**src/rtl/sqp_pkg.sv**
```systemverilog
package sqp_pkg;
  typedef enum logic [1:0] {
    ST_IDLE   = 2'd0,
    ST_SQUARE = 2'd1,
    ST_CLEAR  = 2'd2
  } sqp_state_e;

  // command bit positions in the shared command vector
  localparam int CMD_LOAD  = 0;
  localparam int CMD_DRAW  = 1;
  localparam int CMD_CLEAR = 2;
  localparam int CMD_N     = 3;
endpackage

```
**src/rtl/sqp_cmd_edge.sv**
```systemverilog
module sqp_cmd_edge #(
  parameter int N = 3
) (
  input  logic         clk,
  input  logic         rst,
  input  logic [N-1:0] cmd,
  output logic [N-1:0] rise
);
  logic [N-1:0] cmd_q;

  for (genvar i = 0; i < N; i++) begin : g_edge
    always_ff @(posedge clk) begin
      if (rst) cmd_q[i] <= 1'b0;
      else     cmd_q[i] <= cmd[i];
    end
    assign rise[i] = cmd[i] & ~cmd_q[i];
  end
endmodule

```
**src/rtl/sqp_fsm.sv**
```systemverilog
module sqp_fsm
  import sqp_pkg::*;
(
  input  logic clk,
  input  logic rst,
  input  logic load_go,
  input  logic draw_go,
  input  logic clear_go,
  input  logic sq_last,
  input  logic clr_last,
  output logic ld_x,
  output logic ld_sq,
  output logic start_clr,
  output logic step_sq,
  output logic step_clr,
  output logic busy,
  output logic done
);
  sqp_state_e state, state_nx;

  wire idle = (state == ST_IDLE);

  // priority inside an idle cycle: clear, then draw, then load
  assign start_clr = idle & clear_go;
  assign ld_sq     = idle & ~clear_go & draw_go;
  assign ld_x      = idle & ~clear_go & ~draw_go & load_go;
  assign step_sq   = (state == ST_SQUARE);
  assign step_clr  = (state == ST_CLEAR);
  assign busy      = ~idle;

  always_comb begin
    state_nx = state;
    case (state)
      ST_IDLE: begin
        if (start_clr)  state_nx = ST_CLEAR;
        else if (ld_sq) state_nx = ST_SQUARE;
      end
      ST_SQUARE: if (sq_last)  state_nx = ST_IDLE;
      ST_CLEAR:  if (clr_last) state_nx = ST_IDLE;
      default:   state_nx = ST_IDLE;
    endcase
  end

  always_ff @(posedge clk) begin
    if (rst) begin
      state <= ST_IDLE;
      done  <= 1'b0;
    end else begin
      state <= state_nx;
      done  <= (step_sq & sq_last) | (step_clr & clr_last);
    end
  end

  assert_done_after_op_R5: assert property (@(posedge clk) disable iff (rst)
    done |-> $past(state) != ST_IDLE);
  assert_clear_priority_R9: assert property (@(posedge clk) disable iff (rst)
    (idle && clear_go) |=> state == ST_CLEAR);
  assert_square_runs_R3: assert property (@(posedge clk) disable iff (rst)
    (state == ST_SQUARE && !sq_last) |=> state == ST_SQUARE);
endmodule

```
**src/rtl/sqp_datapath.sv**
```systemverilog
module sqp_datapath #(
  parameter int XW      = 8,
  parameter int YW      = 7,
  parameter int CW      = 3,
  parameter int H_RES   = 160,
  parameter int V_RES   = 120,
  parameter int SQ_LOG2 = 2
) (
  input  logic          clk,
  input  logic          rst,
  input  logic [YW-1:0] coord_in,
  input  logic [CW-1:0] colour_in,
  input  logic          ld_x,
  input  logic          ld_sq,
  input  logic          start_clr,
  input  logic          step_sq,
  input  logic          step_clr,
  input  logic          busy,
  output logic          sq_last,
  output logic          clr_last,
  output logic [XW-1:0] pix_x,
  output logic [YW-1:0] pix_y,
  output logic [CW-1:0] pix_colour,
  output logic          pix_plot
);
  localparam int OFFW = 2 * SQ_LOG2;
  localparam logic [OFFW-1:0] OFF_MAX  = '1;
  localparam logic [XW-1:0]   X_LAST   = XW'(H_RES - 1);
  localparam logic [YW-1:0]   Y_LAST   = YW'(V_RES - 1);
  localparam logic [XW:0]     X_LIMIT  = (XW+1)'(H_RES);
  localparam logic [YW:0]     Y_LIMIT  = (YW+1)'(V_RES);

  logic [XW-1:0]   x_reg;
  logic [YW-1:0]   y_reg;
  logic [CW-1:0]   col_reg;
  logic [OFFW-1:0] off;
  logic [XW-1:0]   cx;
  logic [YW-1:0]   cy;
  logic            clr_out;

  logic [SQ_LOG2-1:0] dx, dy;
  logic [XW:0]        sq_x;
  logic [YW:0]        sq_y;
  logic               sq_in;

  always_comb begin
    dx    = off[SQ_LOG2-1:0];
    dy    = off[OFFW-1:SQ_LOG2];
    sq_x  = {1'b0, x_reg} + (XW+1)'(dx);
    sq_y  = {1'b0, y_reg} + (YW+1)'(dy);
    sq_in = (sq_x < X_LIMIT) && (sq_y < Y_LIMIT);
  end

  assign sq_last  = (off == OFF_MAX);
  assign clr_last = (cx == X_LAST) && (cy == Y_LAST);

  // operand registers: the column is loaded from the 7-bit input, upper bits zero
  always_ff @(posedge clk) begin
    if (rst) begin
      x_reg   <= '0;
      y_reg   <= '0;
      col_reg <= '0;
    end else begin
      if (ld_x) x_reg <= XW'(coord_in);
      if (ld_sq) begin
        y_reg   <= coord_in;
        col_reg <= colour_in;
      end
    end
  end

  // square offset counter
  always_ff @(posedge clk) begin
    if (rst || ld_sq) off <= '0;
    else if (step_sq) off <= off + 1'b1;
  end

  // full-screen sweep counters, column inner
  always_ff @(posedge clk) begin
    if (rst || start_clr) begin
      cx <= '0;
      cy <= '0;
    end else if (step_clr) begin
      if (cx == X_LAST) begin
        cx <= '0;
        cy <= (cy == Y_LAST) ? '0 : cy + 1'b1;
      end else begin
        cx <= cx + 1'b1;
      end
    end
  end

  // registered pixel port
  always_ff @(posedge clk) begin
    if (rst) begin
      pix_x      <= '0;
      pix_y      <= '0;
      pix_colour <= '0;
      pix_plot   <= 1'b0;
      clr_out    <= 1'b0;
    end else begin
      clr_out <= step_clr;
      if (step_sq) begin
        pix_x      <= sq_x[XW-1:0];
        pix_y      <= sq_y[YW-1:0];
        pix_colour <= col_reg;
        pix_plot   <= sq_in;
      end else if (step_clr) begin
        pix_x      <= cx;
        pix_y      <= cy;
        pix_colour <= '0;
        pix_plot   <= 1'b1;
      end else begin
        pix_plot   <= 1'b0;
      end
    end
  end

  assert_on_screen_R8: assert property (@(posedge clk) disable iff (rst)
    pix_plot |-> (int'(pix_x) < H_RES && int'(pix_y) < V_RES));
  assert_clear_black_R4: assert property (@(posedge clk) disable iff (rst)
    (pix_plot && clr_out) |-> pix_colour == '0);
  assert_hold_while_busy_R7: assert property (@(posedge clk) disable iff (rst)
    busy |=> ($stable(x_reg) && $stable(y_reg) && $stable(col_reg)));
endmodule

```
**src/rtl/sq_plotter.sv**
```systemverilog
module sq_plotter
  import sqp_pkg::*;
#(
  parameter int XW      = 8,
  parameter int YW      = 7,
  parameter int CW      = 3,
  parameter int H_RES   = 160,
  parameter int V_RES   = 120,
  parameter int SQ_LOG2 = 2
) (
  input  logic          clk,
  input  logic          rst,
  input  logic [YW-1:0] coord_in,
  input  logic [CW-1:0] colour_in,
  input  logic          load_x_cmd,
  input  logic          draw_cmd,
  input  logic          clear_cmd,
  output logic [XW-1:0] pix_x,
  output logic [YW-1:0] pix_y,
  output logic [CW-1:0] pix_colour,
  output logic          pix_plot,
  output logic          done
);
  logic [CMD_N-1:0] cmd_vec, cmd_rise;
  logic ld_x, ld_sq, start_clr, step_sq, step_clr, busy, sq_last, clr_last;

  always_comb begin
    cmd_vec            = '0;
    cmd_vec[CMD_LOAD]  = load_x_cmd;
    cmd_vec[CMD_DRAW]  = draw_cmd;
    cmd_vec[CMD_CLEAR] = clear_cmd;
  end

  sqp_cmd_edge #(.N(CMD_N)) u_edge (
    .clk(clk), .rst(rst), .cmd(cmd_vec), .rise(cmd_rise)
  );

  sqp_fsm u_fsm (
    .clk(clk), .rst(rst),
    .load_go(cmd_rise[CMD_LOAD]), .draw_go(cmd_rise[CMD_DRAW]),
    .clear_go(cmd_rise[CMD_CLEAR]),
    .sq_last(sq_last), .clr_last(clr_last),
    .ld_x(ld_x), .ld_sq(ld_sq), .start_clr(start_clr),
    .step_sq(step_sq), .step_clr(step_clr), .busy(busy), .done(done)
  );

  sqp_datapath #(
    .XW(XW), .YW(YW), .CW(CW), .H_RES(H_RES), .V_RES(V_RES), .SQ_LOG2(SQ_LOG2)
  ) u_dp (
    .clk(clk), .rst(rst), .coord_in(coord_in), .colour_in(colour_in),
    .ld_x(ld_x), .ld_sq(ld_sq), .start_clr(start_clr),
    .step_sq(step_sq), .step_clr(step_clr), .busy(busy),
    .sq_last(sq_last), .clr_last(clr_last),
    .pix_x(pix_x), .pix_y(pix_y), .pix_colour(pix_colour), .pix_plot(pix_plot)
  );
endmodule

```
**config.mk**
```make
export PLATFORM = sky130hd
export DESIGN_NAME = sq_plotter
export DESIGN_NICKNAME = d
export VERILOG_FILES = /design/src/rtl/sqp_pkg.sv /design/src/rtl/sqp_cmd_edge.sv /design/src/rtl/sqp_fsm.sv /design/src/rtl/sqp_datapath.sv /design/src/rtl/sq_plotter.sv
export SDC_FILE = /design/constraint.sdc
export NUM_CORES = 1
export LEC_CHECK = 0
export BUFFER_PORTS_ARGS = -buffer_cell sky130_fd_sc_hd__buf_2
export CORE_MARGIN = 10
export CORE_UTILIZATION = 30
export CTS_CLUSTER_DIAMETER = 60
export CTS_CLUSTER_SIZE = 10
export DETAILED_ROUTE_END_ITERATION = 10
export MAX_ROUTING_LAYER = met4
export PLACE_DENSITY = 0.5
export SLEW_MARGIN = 20
export SYNTH_ARGS = -nofsm -noshare
export SYNTH_HDL_FRONTEND = slang
export SYNTH_SLANG_ARGS = --single-unit
```
**constraint.sdc**
```tcl
create_clock -name clk -period 2.4 [get_ports clk]
set_clock_uncertainty 0.15 [all_clocks]
set_input_delay 0 -clock clk [delete_from_list [all_inputs] [get_ports clk]]
set_output_delay 0 -clock clk [all_outputs]
set_load 0.05 [all_outputs]
```
==> flow_summary.yaml <==
worst_setup_path:
  critPathLaunchType: "register"
  r2r-end: "u_dp.pix_plot"
  critPathArrivalTime_ns: 2.28
  cp_max_fo: 5
  rr_startpoint: "u_dp.off[2]"
  critical_path_class: "register to register"
  crit_required_ns: 2.49
  r2r_setup_slack_ns: 0.21
  endpoint_kind: "register"
  r2r_cells: 7
routing:
  drt_first_pass_iters: 4
  dr_wl_met3_um: 355
  routedWlPerCell_um: 14.19
  viasPerCell: 4.712
  drt-initial-drc-count: 128
  routed.top_layer: "met4"
  drc: 0
  route.vias.total: 2450
  wl_met1_um: 3491
  ant_nets: 0
  drt_wl_total_um: 7381
  route.met2.wl_um: 3449
cells_and_area:
  filler_cell_count: 1017
  areaGrowthSynthToFinish_pct: 24.01
  multi_input_area_mm2: 0.001588
  finalNonFillerCells: 520
  layout_common_cells: "dfxtp_1, nor2_1, buf_2, mux2i_1, dlygate4sd3_1"
  antenna_cells: 0
  drive_gt1_frac: 0.1576
  final_nets: 409
  seqCellArea_mm2: 0.001221
  mostFrequentLayoutCell: "dfxtp_1"
  largestRegisters: "u_dp.cx x8, u_dp.pix_x x8"
  fin_util: 0.3768
run:
  maxCapViolations: 0
cts:
  clk_latency_ns: 0.35
  clock_sinks: 61
  clk_pin_slew_ns: 0.08
  cts_tree: "yes"
  cts_setup_buffers: 0
  cts_buffer_depth: 2
  cts-root-buf: "clkbuf_8"
  h-tree-depth: 3
  cts_buffers: 9
place:
  portBuffers: 34
  dp.cells: 487
  dp_hpwl_um: 5403
  gp_congestion: 0.7797
power:
  power_density_mw_per_mm2: 702.3
  irDropWorstVdd_mv: 0.3223
  p_leak_nw: 1.440
  power_mw: 2.551
synth:
  ys.flop_type: "dfxtp_1"
  ys_ff_latch: 61
  synth_cells: 332
  synth_cell_types: 45
  ys_async_sr_fraction: 0
  yosys.area.top_type: "dfxtp_1"
  netlist_area_mm2: 0.002929
  synth_area_per_cell_um2: 8.822
  synth_top_area_frac: 0.4169
  synth_fp_nets: 359
  synth_area_leaders: "dfxtp_1, mux2i_1, nor2_1"
  synth-edff-count: 0
  ys_warn_count: 0
  seq_area_frac_synth: 0.4169
sta:
  fmax_ghz: 0.4573
  worst_slew_pin_slew_ns: 0.5431
  min_period_over_period: 0.9112
  setup_tns_ns: 0
  drv_slew: 0
  final-hold-violation-count: 0
  finalSetupViolations: 0
  rsz0062_at_grt: "no"
  min_period_ns: 2.187
  slew_headroom: 0.6368
floorplanning:
  core_mm2: 0.009639
  pin_count: 35
  num_rows: 36
  start_util: 0.3039
  die_area_mm2: 0.01412
  die_w_um: 118.8
  fp.dieH_um: 118.8
global_routing:
  gr-total-overflow: 0
  grt_pass1_wl_um: 12410
  grt_max_degree: 35
  grt_antenna_before_repair: 0
  first_global_vias: 2418
  grt.total_usage: 0.1106
min_path:
  hp-start: "colour_in[2]"
  whs_path_depth: 4
  min_path_type: "primary input to register"
  hold_end: "u_dp.col_reg[2]"
run_status:
  status: "finished clean"
==> worst max path at each step <==
stage | start | endpoint | slack [ns] | depth (start not counted)
after floorplan | u_dp.off[2] | u_dp.pix_plot | 0.38 | 7
after global placement | u_dp.off[2] | u_dp.pix_plot | 0.27 | 7
after detailed placement | u_dp.off[2] | u_dp.pix_plot | 0.20 | 7
after CTS | u_dp.off[2] | u_dp.pix_plot | 0.19 | 7
after global routing | u_dp.off[2] | u_dp.pix_plot | 0.005 | 7
final | u_dp.off[2] | u_dp.pix_plot | 0.21 | 7
==> repair_timing <==
| item | CTS | global route |
|---|---|---|
| gates resized for setup | 0 | 1 |
| hold buffers | 17 | 0 |
| hold endpoints to repair | 30 | 0 |
| endpoints found under the setup margin | 0 | 1 |
==> synth_stat cells, types with 2 or more instances <==
| cell type | n |
|---|---|
| a21o_1 | 2 |
| nor3_1 | 14 |
| mux2i_1 | 24 |
| a31oi_1 | 5 |
| clkbuf_1 | 9 |
| xnor2_1 | 12 |
| nand2_1 | 15 |
| inv_1 | 13 |
| buf_2 | 7 |
| o21ai_0 | 8 |
| nand2b_1 | 8 |
| nand3b_1 | 4 |
| a22o_1 | 2 |
| a211oi_1 | 4 |
| ha_1 | 10 |
| o32ai_1 | 4 |
| dfxtp_1 | 61 |
| fa_1 | 2 |
| nor2_1 | 53 |
| nand3_1 | 7 |
| nor4_1 | 3 |
| o21a_1 | 6 |
| nor2b_1 | 11 |
| nand4_1 | 6 |
| a21oi_1 | 16 |
| xor2_1 | 6 |
| nand4b_1 | 2 |
==> power by group <==
group / internal [mW] / switching (mW)
combinational: 0.152 / 0.265
sequential: 1.06 / 0.0372
clock: 0.589 / 0.446
==> area by class of cell <==
cell class	count	share of cell area
Timing Repair Buffer	57	0.1061
Inverter	13	0.01343
Clock buffer	9	0.03410
Multi-Input combinational cell	240	0.4371
Clock inverter	7	0.02721
Sequential cell	61	0.3362
Tap cell	133	0.04581
==> through the flow <==
step / hold slack (ns) / worst slack (ns) / area, um2
finish: 0.2575 / 0.2130 / 3632
global route: 0.2719 / 0.005256 / 3632
CTS: 0.2407 / 0.1885 / 3626
detailed placement: 0.08305 / 0.1984 / 3233
global placement: 0.07666 / 0.2697 / 3233
floorplan: -0.02182 / 0.3819 / 2929
==> cells by family after synthesis <==
| family | share of synthesized area |
|---|---|
| compound gates | 0.1162 |
| buf+inv | 0.04314 |
| flops | 0.4169 |
| xor+xnor | 0.05382 |
| fa+ha+maj | 0.05639 |
| mux | 0.08202 |
| simple gates | 0.2315 |
==> per-layer routing <==
| metal | global-route usage | up-vias |
|---|---|---|
| li1 | - | 1254 |
| met1 | 0.1372 | 1130 |
| met2 | 0.1711 | 55 |
| met3 | 0.03070 | 11 |
| met4 | 0.03435 | 0 |
| met5 | - | - |
==> critical path, stage by stage (launching register included) <==
cell and delay (ns):
dfxtp_1 0.41, ha_1 0.19, inv_1 0.06, fa_1 0.46
nand3b_1 0.28, nor4_2 0.19, a2111oi_0 0.10, a22o_1 0.25
No activity file was read; power rests on OpenSTA's default activity.
